==> config.mk <==
export PLATFORM = sky130hd
export DESIGN_NAME = trap_entry_ctrl
export DESIGN_NICKNAME = d
export VERILOG_FILES = /design/src/rtl/trap_pkg.sv /design/src/rtl/trap_prio.sv /design/src/rtl/trap_status.sv /design/src/rtl/trap_capture.sv /design/src/rtl/trap_entry_ctrl.sv
export SDC_FILE = /design/constraint.sdc
export NUM_CORES = 1
export LEC_CHECK = 0
export BUFFER_PORTS_ARGS = -buffer_cell sky130_fd_sc_hd__buf_2
export CORE_MARGIN = 4
export CORE_UTILIZATION = 47
export DETAILED_ROUTE_END_ITERATION = 6
export PLACE_DENSITY = 0.86
export SLEW_MARGIN = 20
export SYNTH_ARGS = -nofsm -noshare
export SYNTH_HDL_FRONTEND = slang
export SYNTH_HIERARCHICAL = 1
export SYNTH_SLANG_ARGS = --single-unit
==> constraint.sdc <==
create_clock -name clk -period 7.5 [get_ports clk]
set_clock_uncertainty 0.1 [all_clocks]
set_input_delay 0.375 -clock clk [delete_from_list [all_inputs] [get_ports clk]]
set_output_delay 0.375 -clock clk [all_outputs]
set_load 0.005 [all_outputs]
==> src/rtl/trap_pkg.sv <==
package trap_pkg;

    localparam int XLEN      = 32;
    localparam int NUM_EXC   = 9;
    localparam int CODE_W    = 5;
    localparam int STAT_W    = 4;

    localparam logic [XLEN-1:0] HANDLER_VEC = 32'h8000_0180;

    localparam int IDX_RESERVED = 2;
    localparam int IDX_SYSCALL  = 3;

    localparam logic [CODE_W-1:0] CODE_INTERRUPT = 5'd0;

    typedef struct packed {
        logic              valid;
        logic              use_next;
        logic [CODE_W-1:0] code;
    } trap_pick_t;

    typedef struct packed {
        logic prev_ie;
        logic prev_user;
        logic ie;
        logic user;
    } status_t;

    function automatic logic [CODE_W-1:0] code_of(input int idx);
        case (idx)
            0:       return 5'd4;
            1:       return 5'd6;
            2:       return 5'd10;
            3:       return 5'd8;
            4:       return 5'd12;
            5:       return 5'd15;
            6:       return 5'd4;
            7:       return 5'd5;
            8:       return 5'd7;
            default: return 5'd0;
        endcase
    endfunction

endpackage

==> src/rtl/trap_prio.sv <==
module trap_prio
    import trap_pkg::*;
#(
    parameter int NUM_IRQ = 6
) (
    input  logic [NUM_EXC-1:0] exc_req,
    input  logic [NUM_IRQ-1:0] irq,
    input  status_t            st,
    input  logic               priv_op,
    input  logic               status_we,
    input  logic               ret_strobe,
    output trap_pick_t         pick
);
    logic [NUM_EXC-1:0] req;
    logic [NUM_EXC-1:0] win;
    logic [CODE_W-1:0]  part [NUM_EXC];

    always_comb begin
        req = exc_req;
        req[IDX_RESERVED] = exc_req[IDX_RESERVED]
                          | (st.user & (priv_op | status_we | ret_strobe));
    end

    assign win[0]  = req[0];
    assign part[0] = req[0] ? code_of(0) : '0;

    for (genvar i = 1; i < NUM_EXC; i++) begin : g_win
        assign win[i]  = req[i] & ~(|req[i-1:0]);
        assign part[i] = win[i] ? code_of(i) : '0;
    end

    always_comb begin
        pick = '0;
        if (|req) begin
            pick.valid    = 1'b1;
            pick.use_next = win[IDX_SYSCALL];
            for (int i = 0; i < NUM_EXC; i++) begin
                pick.code = pick.code | part[i];
            end
        end else if (st.ie && (|irq)) begin
            pick.valid    = 1'b1;
            pick.use_next = 1'b1;
            pick.code     = CODE_INTERRUPT;
        end
    end

endmodule

==> src/rtl/trap_status.sv <==
module trap_status
    import trap_pkg::*;
(
    input  logic    clk,
    input  logic    rst,
    input  logic    take,
    input  logic    ret_do,
    input  logic    wr_do,
    input  status_t wdata,
    output status_t st
);
    always_ff @(posedge clk) begin
        if (rst) begin
            st <= '0;
        end else if (take) begin
            st.prev_ie   <= st.ie;
            st.prev_user <= st.user;
            st.ie        <= 1'b0;
            st.user      <= 1'b0;
        end else if (ret_do) begin
            st.ie   <= st.prev_ie;
            st.user <= st.prev_user;
        end else if (wr_do) begin
            st <= wdata;
        end
    end

    AST_ENTRY_KERNEL: assert property (@(posedge clk) disable iff (rst)
        take |=> (!st.user && !st.ie && st.prev_user == $past(st.user)
                  && st.prev_ie == $past(st.ie)));

    AST_RET_RESTORE: assert property (@(posedge clk) disable iff (rst)
        ret_do |=> (st.user == $past(st.prev_user) && st.ie == $past(st.prev_ie)));

endmodule

==> src/rtl/trap_capture.sv <==
module trap_capture
    import trap_pkg::*;
(
    input  logic              clk,
    input  logic              rst,
    input  logic              take,
    input  logic              use_next,
    input  logic [CODE_W-1:0] code,
    input  logic [XLEN-1:0]   inst_pc,
    input  logic [XLEN-1:0]   next_pc,
    input  logic              ret_do,
    output logic [XLEN-1:0]   epc,
    output logic [CODE_W-1:0] cause_code,
    output logic              redirect_valid,
    output logic [XLEN-1:0]   redirect_pc
);
    always_ff @(posedge clk) begin
        if (rst) begin
            epc            <= '0;
            cause_code     <= '0;
            redirect_valid <= 1'b0;
            redirect_pc    <= '0;
        end else begin
            redirect_valid <= take | ret_do;
            if (take) begin
                epc         <= use_next ? next_pc : inst_pc;
                cause_code  <= code;
                redirect_pc <= HANDLER_VEC;
            end else if (ret_do) begin
                redirect_pc <= epc;
            end
        end
    end

    AST_VECTOR_FIXED: assert property (@(posedge clk) disable iff (rst)
        take |=> (redirect_valid && redirect_pc == HANDLER_VEC));

    AST_EPC_HOLD: assert property (@(posedge clk) disable iff (rst)
        !take |=> ($stable(epc) && $stable(cause_code)));

    AST_EPC_FAULT: assert property (@(posedge clk) disable iff (rst)
        (take && !use_next) |=> (epc == $past(inst_pc)));

    AST_RET_TARGET: assert property (@(posedge clk) disable iff (rst)
        (ret_do && !take) |=> (redirect_valid && redirect_pc == $past(epc)));

endmodule

==> src/rtl/trap_entry_ctrl.sv <==
module trap_entry_ctrl
    import trap_pkg::*;
#(
    parameter int NUM_IRQ = 6
) (
    input  logic               clk,
    input  logic               rst,
    input  logic [NUM_EXC-1:0] exc_req,
    input  logic [NUM_IRQ-1:0] irq,
    input  logic               priv_op,
    input  logic               status_we,
    input  logic [STAT_W-1:0]  status_wdata,
    input  logic               ret_strobe,
    input  logic [XLEN-1:0]    inst_pc,
    input  logic [XLEN-1:0]    next_pc,
    output logic               redirect_valid,
    output logic [XLEN-1:0]    redirect_pc,
    output logic [XLEN-1:0]    epc_o,
    output logic [31:0]        cause_o,
    output logic [31:0]        status_o
);
    status_t           st;
    trap_pick_t        pick;
    logic              ret_do;
    logic              wr_do;
    logic [CODE_W-1:0] cause_code;

    assign ret_do = ret_strobe & ~st.user & ~pick.valid;
    assign wr_do  = status_we  & ~st.user & ~pick.valid;

    trap_prio #(.NUM_IRQ(NUM_IRQ)) u_prio (
        .exc_req    (exc_req),
        .irq        (irq),
        .st         (st),
        .priv_op    (priv_op),
        .status_we  (status_we),
        .ret_strobe (ret_strobe),
        .pick       (pick)
    );

    trap_status u_status (
        .clk    (clk),
        .rst    (rst),
        .take   (pick.valid),
        .ret_do (ret_do),
        .wr_do  (wr_do),
        .wdata  (status_t'(status_wdata)),
        .st     (st)
    );

    trap_capture u_capture (
        .clk            (clk),
        .rst            (rst),
        .take           (pick.valid),
        .use_next       (pick.use_next),
        .code           (pick.code),
        .inst_pc        (inst_pc),
        .next_pc        (next_pc),
        .ret_do         (ret_do),
        .epc            (epc_o),
        .cause_code     (cause_code),
        .redirect_valid (redirect_valid),
        .redirect_pc    (redirect_pc)
    );

    assign status_o = {{(32-STAT_W){1'b0}}, st};
    assign cause_o  = {{(32-CODE_W){1'b0}}, cause_code};

    AST_IRQ_GATED: assert property (@(posedge clk) disable iff (rst)
        (!status_o[1] && exc_req == '0 && !ret_strobe
         && !(status_o[0] && (priv_op || status_we)))
        |=> !redirect_valid);

    AST_USER_PRIV_TRAP: assert property (@(posedge clk) disable iff (rst)
        (status_o[0] && exc_req[1:0] == 2'b00 && (priv_op || status_we || ret_strobe))
        |=> (cause_o[4:0] == 5'd10 && redirect_pc == HANDLER_VEC));

endmodule

* Word level (Yosys, flattened, before mapping) *
Index checks and enable logic that the tools add are counted.

word-level totals
  input port bits = 88
  output and inout bits = 129
  bits in registers = 74
  logic and storage cells = 78

cells by class
  eq/ne operators = 1
  multiplexer cells = 18
  bitwise operators = 35
  reduce and logical (&&, ||, !) cells = 15

operators with widths
  operator                                      number
  32-bit 2-to-1 mux                             3
  5-bit OR                                      8
  4-bit 2-to-1 mux                              6
  3-bit 2-to-1 mux                              5
  7-bit 2-to-1 mux                              2
  1-bit bitwise AND                             13
  6-bit OR reduction                            2
  1-bit inverter                                10
  9-bit OR reduction                            1
  8-bit OR reduction                            1
  7-bit OR reduction                            1
  2-bit nonzero test                            3
  5-bit OR reduction                            1
  2-bit 2-to-1 mux                              2
  1-bit OR                                      4
  2-bit OR reduction                            2
  4-bit OR reduction                            1
  3-bit OR reduction                            1
  2-bit inequality test, second input constant  1
  2-bit AND reduction                           1
  1-bit logical AND                             1

* Longest topological paths before layout *
  word-level depth = 20
  gate-level depth with buffers = 9
  mapped depth without buffers = 8

* Modules after synthesis *
The synthesis kept the hierarchy.

modules (own cells, without submodules)
  module           sequential area each (µm²)  cells an instance  area each (µm²)  times used
  trap_capture     1,401.3                     268                2,792.7          1
  trap_entry_ctrl  0.0                         58                 431.7            1
  trap_status      80.1                        22                 226.5            1
  trap_prio        0.0                         26                 167.7            1

* Least setup slack after synthesis *
Ideal clock, no wire load.

  kind = input to register
  start point = input exc_req[4]
  end point = register u_capture.redirect_pc[21]
  library setup time = 0.115 ns
  slack = 4.858 ns
  stages on the path = 8
  data arrival time = 2.427 ns
  path buffers = 2
  required time = 7.285 ns
  cell sequence = or3_4 -> nor4_4 -> nand4_1 -> nor3b_1 -> buf_2 -> buf_2 -> mux2i_1 -> nor2_2

RTL lines
  element               line                  source
  start, declared       trap_entry_ctrl.sv:8  input logic [NUM_EXC-1:0] exc_req,
  end signal, assigned  trap_capture.sv:30    redirect_pc <= epc;
  end, declared         trap_capture.sv:15    output logic [XLEN-1:0] redirect_pc

==> metrics.md <==
| Metric | Value |
|---|---|
| Status | completed |
| Resize count post-CTS | 0 |
| Placed wire-length estimate | 6.42 mm |
| Setup_tns | 0 ns |
| Most instantiated cells after synthesis | dfxtp_1, mux2i_1, nor2_1 |
| Total wire length | 8.44 mm |
| Tcrit/Tclk final | 35.6% |
| IO Count | 217 |
| Vias in the first global route | 2,714 |
| Unique masters post-synth | 34 |
| Routed len/inst | 13.5 µm |
| # diodes | 0 |
| Routability congestion estimate from global placement | 0.759 |
| Final WS setup | 4.83 ns |
| Register area share after synthesis | 40.9% |
| Avg Cell Area, Syn | 9.68 µm² |
| Root Buffer | clkbuf_8 |
| Die Ht | 95.7 µm |
| Clock Latency Late Sink | 0.32 ns |
| Fin crit period | 2.67 ns |
| Vias per inst | 4.79 |
| Router iterations before antenna repair | 4 |
| Top-area cell type share of the netlist area | 40.9% |
| CTS Buf Count | 9 |
| Core area | 7370 µm² |
| Largest net degree at the start of global routing | 81 |
| Antenna-violating nets left | 0 |
| Worst setup EP type | register |
| CP arrival | 2.78 ns |
| Synth warn | 6 |
| CTS max path bufs | 2 |
| Num rows | 31 |
| Non-Filler Instances | 627 |
| Max VDD drop | 0.0759 mV |
| Mapped Cells | 374 |
| Reg clk slew, reported paths | 0.08 ns |
| Flops & latches, synth | 74 |
| Starting DRT DRC Count | 60 |
| CTS hold repair buffers | 0 |
| Leak Pwr | 1.99 nW |
| RSZ-0062 raised after global routing | false |
| Fmax achieved | 375 MHz |
| Slew Limit Headroom | 40.3% |
| Worst hold slack | 0.276 ns |
| Crit path kind | reg -> reg |
| Cell Area, Synth | 3620 µm² |
| Final Hold Viols | 0 |
| Async set-reset flop share out of synthesis | 0% |
| Post-placement cell count | 611 |
| IO buf count | 161 |
| Top FF cell, synth | dfxtp_1 |
| Worst setup SP type | register |
| CTS tree | yes |
| Final setup viols | 0 |
| Initial antenna violation count | 0 |
| DRC Markers | 0 |
| Maxcap violations | 0 |
| H-tree levels | 3 |
| Nets | 611 |
| DIE AREA | 9170 µm² |
| Tightest Hold Check Type | in -> reg |
| Chip width | 95.7 µm |
| EDFF count, synth | 0 |
| CP max FO | 80 |
| Cell Pwr Density | 175 nW/µm² |
| Largest area contributor in the netlist | dfxtp_1 |
| Worst-margin pin slew | 0.895 ns |
| Area delta synth->final | 22.1% |
| Fin. max-slew vios | 0 |
| Total track usage | 17.4% |
| Most frequent cell after synthesis | dfxtp_1 |
| Power Total | 0.775 mW |
| Layout cells sized above 1 | 38.6% |
| CTS sink cnt | 74 |
| Routed vias | 3,005 |
| Postcts setup bufs | 0 |
| DP Worst Slack | 4.54 ns |
| CP required | 7.61 ns |
| Top post-synthesis cells by area | dfxtp_1, mux2i_1, buf_4, a211oi_1, nor2_1 |
| R2R Setup Slk | 4.83 ns |
| First-pass GRT wire length | 12.7 mm |
| Initial Utilization | 49.1% |
| GRT overflow | 0 |
[flip-flops by register name, summed over array words and instances (netlist names)]
signal,flops
u_capture/redirect_pc,32
u_capture/epc,32
u_capture/redirect_valid,1
u_capture/cause_code,5
u_status/st,4
[area by class of cell]
type / instances / area [µm²]
flip-flops and latches: 74 / 1480
inverters: 4 / 15.0
clock buffers: 11 / 151
repair buffers: 165 / 856
clock inverters: 5 / 37.5
multi-input cells: 269 / 1750
fillers: 660 / 2950
well taps: 99 / 124
[through the flow]
step,instance area [µm²],utilization [%]
2_1_floorplan,3820,-
3_3_place_gp,4200,57.0
3_5_place_dp,4230,57.4
4_1_cts,4420,60.0
5_1_grt,4420,60.0
6_report,4420,60.0
[placed cells by master (no fill, tap or decap), types with 2 or more instances in the layout]
cell type,n
clkbuf_8,11
nor2_1,61
dfxtp_1,74
o21ai_0,2
mux2i_1,71
conb_1,56
nand2_1,4
nor3b_2,3
o21ai_1,2
nor3_1,4
buf_2,161
nor3b_1,3
buf_4,3
a211oi_1,32
nor2_2,10
a2111oi_2,2
inv_1,3
a21oi_1,4
clkinvlp_4,2
[critical path: stages (launching register included)]
cell and delay [ns]:
dfxtp_1 0.46, a21oi_2 0.14, nand4_1 0.15, buf_4 0.69, or2_1 0.58, buf_4 0.34
nor2_1 0.07
[final timing paths]
kind,cells after the start,from,end
worst max-delay path,6,u_status/st[0],u_capture/redirect_pc[15]
worst min-delay path,3,inst_pc[4],u_capture/epc[4]
worst max register to register,6,u_status/st[0],u_capture/redirect_pc[15]
worst min register to register,2,u_capture/redirect_pc[2],u_capture/redirect_pc[2]
[power breakdown]
group	internal [mW]	total (mW)	switching, mW
sequential	0.406	0.415	0.00911
clock	0.139	0.284	0.144
combinational	0.0385	0.0763	0.0378
total	0.584	0.775	0.191
[routing by layer]
layer	part of all wire [%]	vias up	GRT usage, %
met5	0	-	0
met4	1.4	0	6.28
met3	9.0	13	4.85
met2	50	139	31.2
met1	39	1381	19.8
li1	-	1472	-
[kinds of logic (layout without fill, tap and decap cells)]
group | after synthesis | in the layout | synth area share [%]
AND/OR/NAND/NOR | 96 | 96 | 13.2
buffers and inverters | 85 | 185 | 16.5
flip-flops | 74 | 74 | 40.9
multiplexers | 71 | 71 | 19.6
AO/OA/AOI/OAI | 46 | 46 | 9.44
other | 2 | 56 | 0.208
No activity file was read; power rests on OpenSTA's default activity.
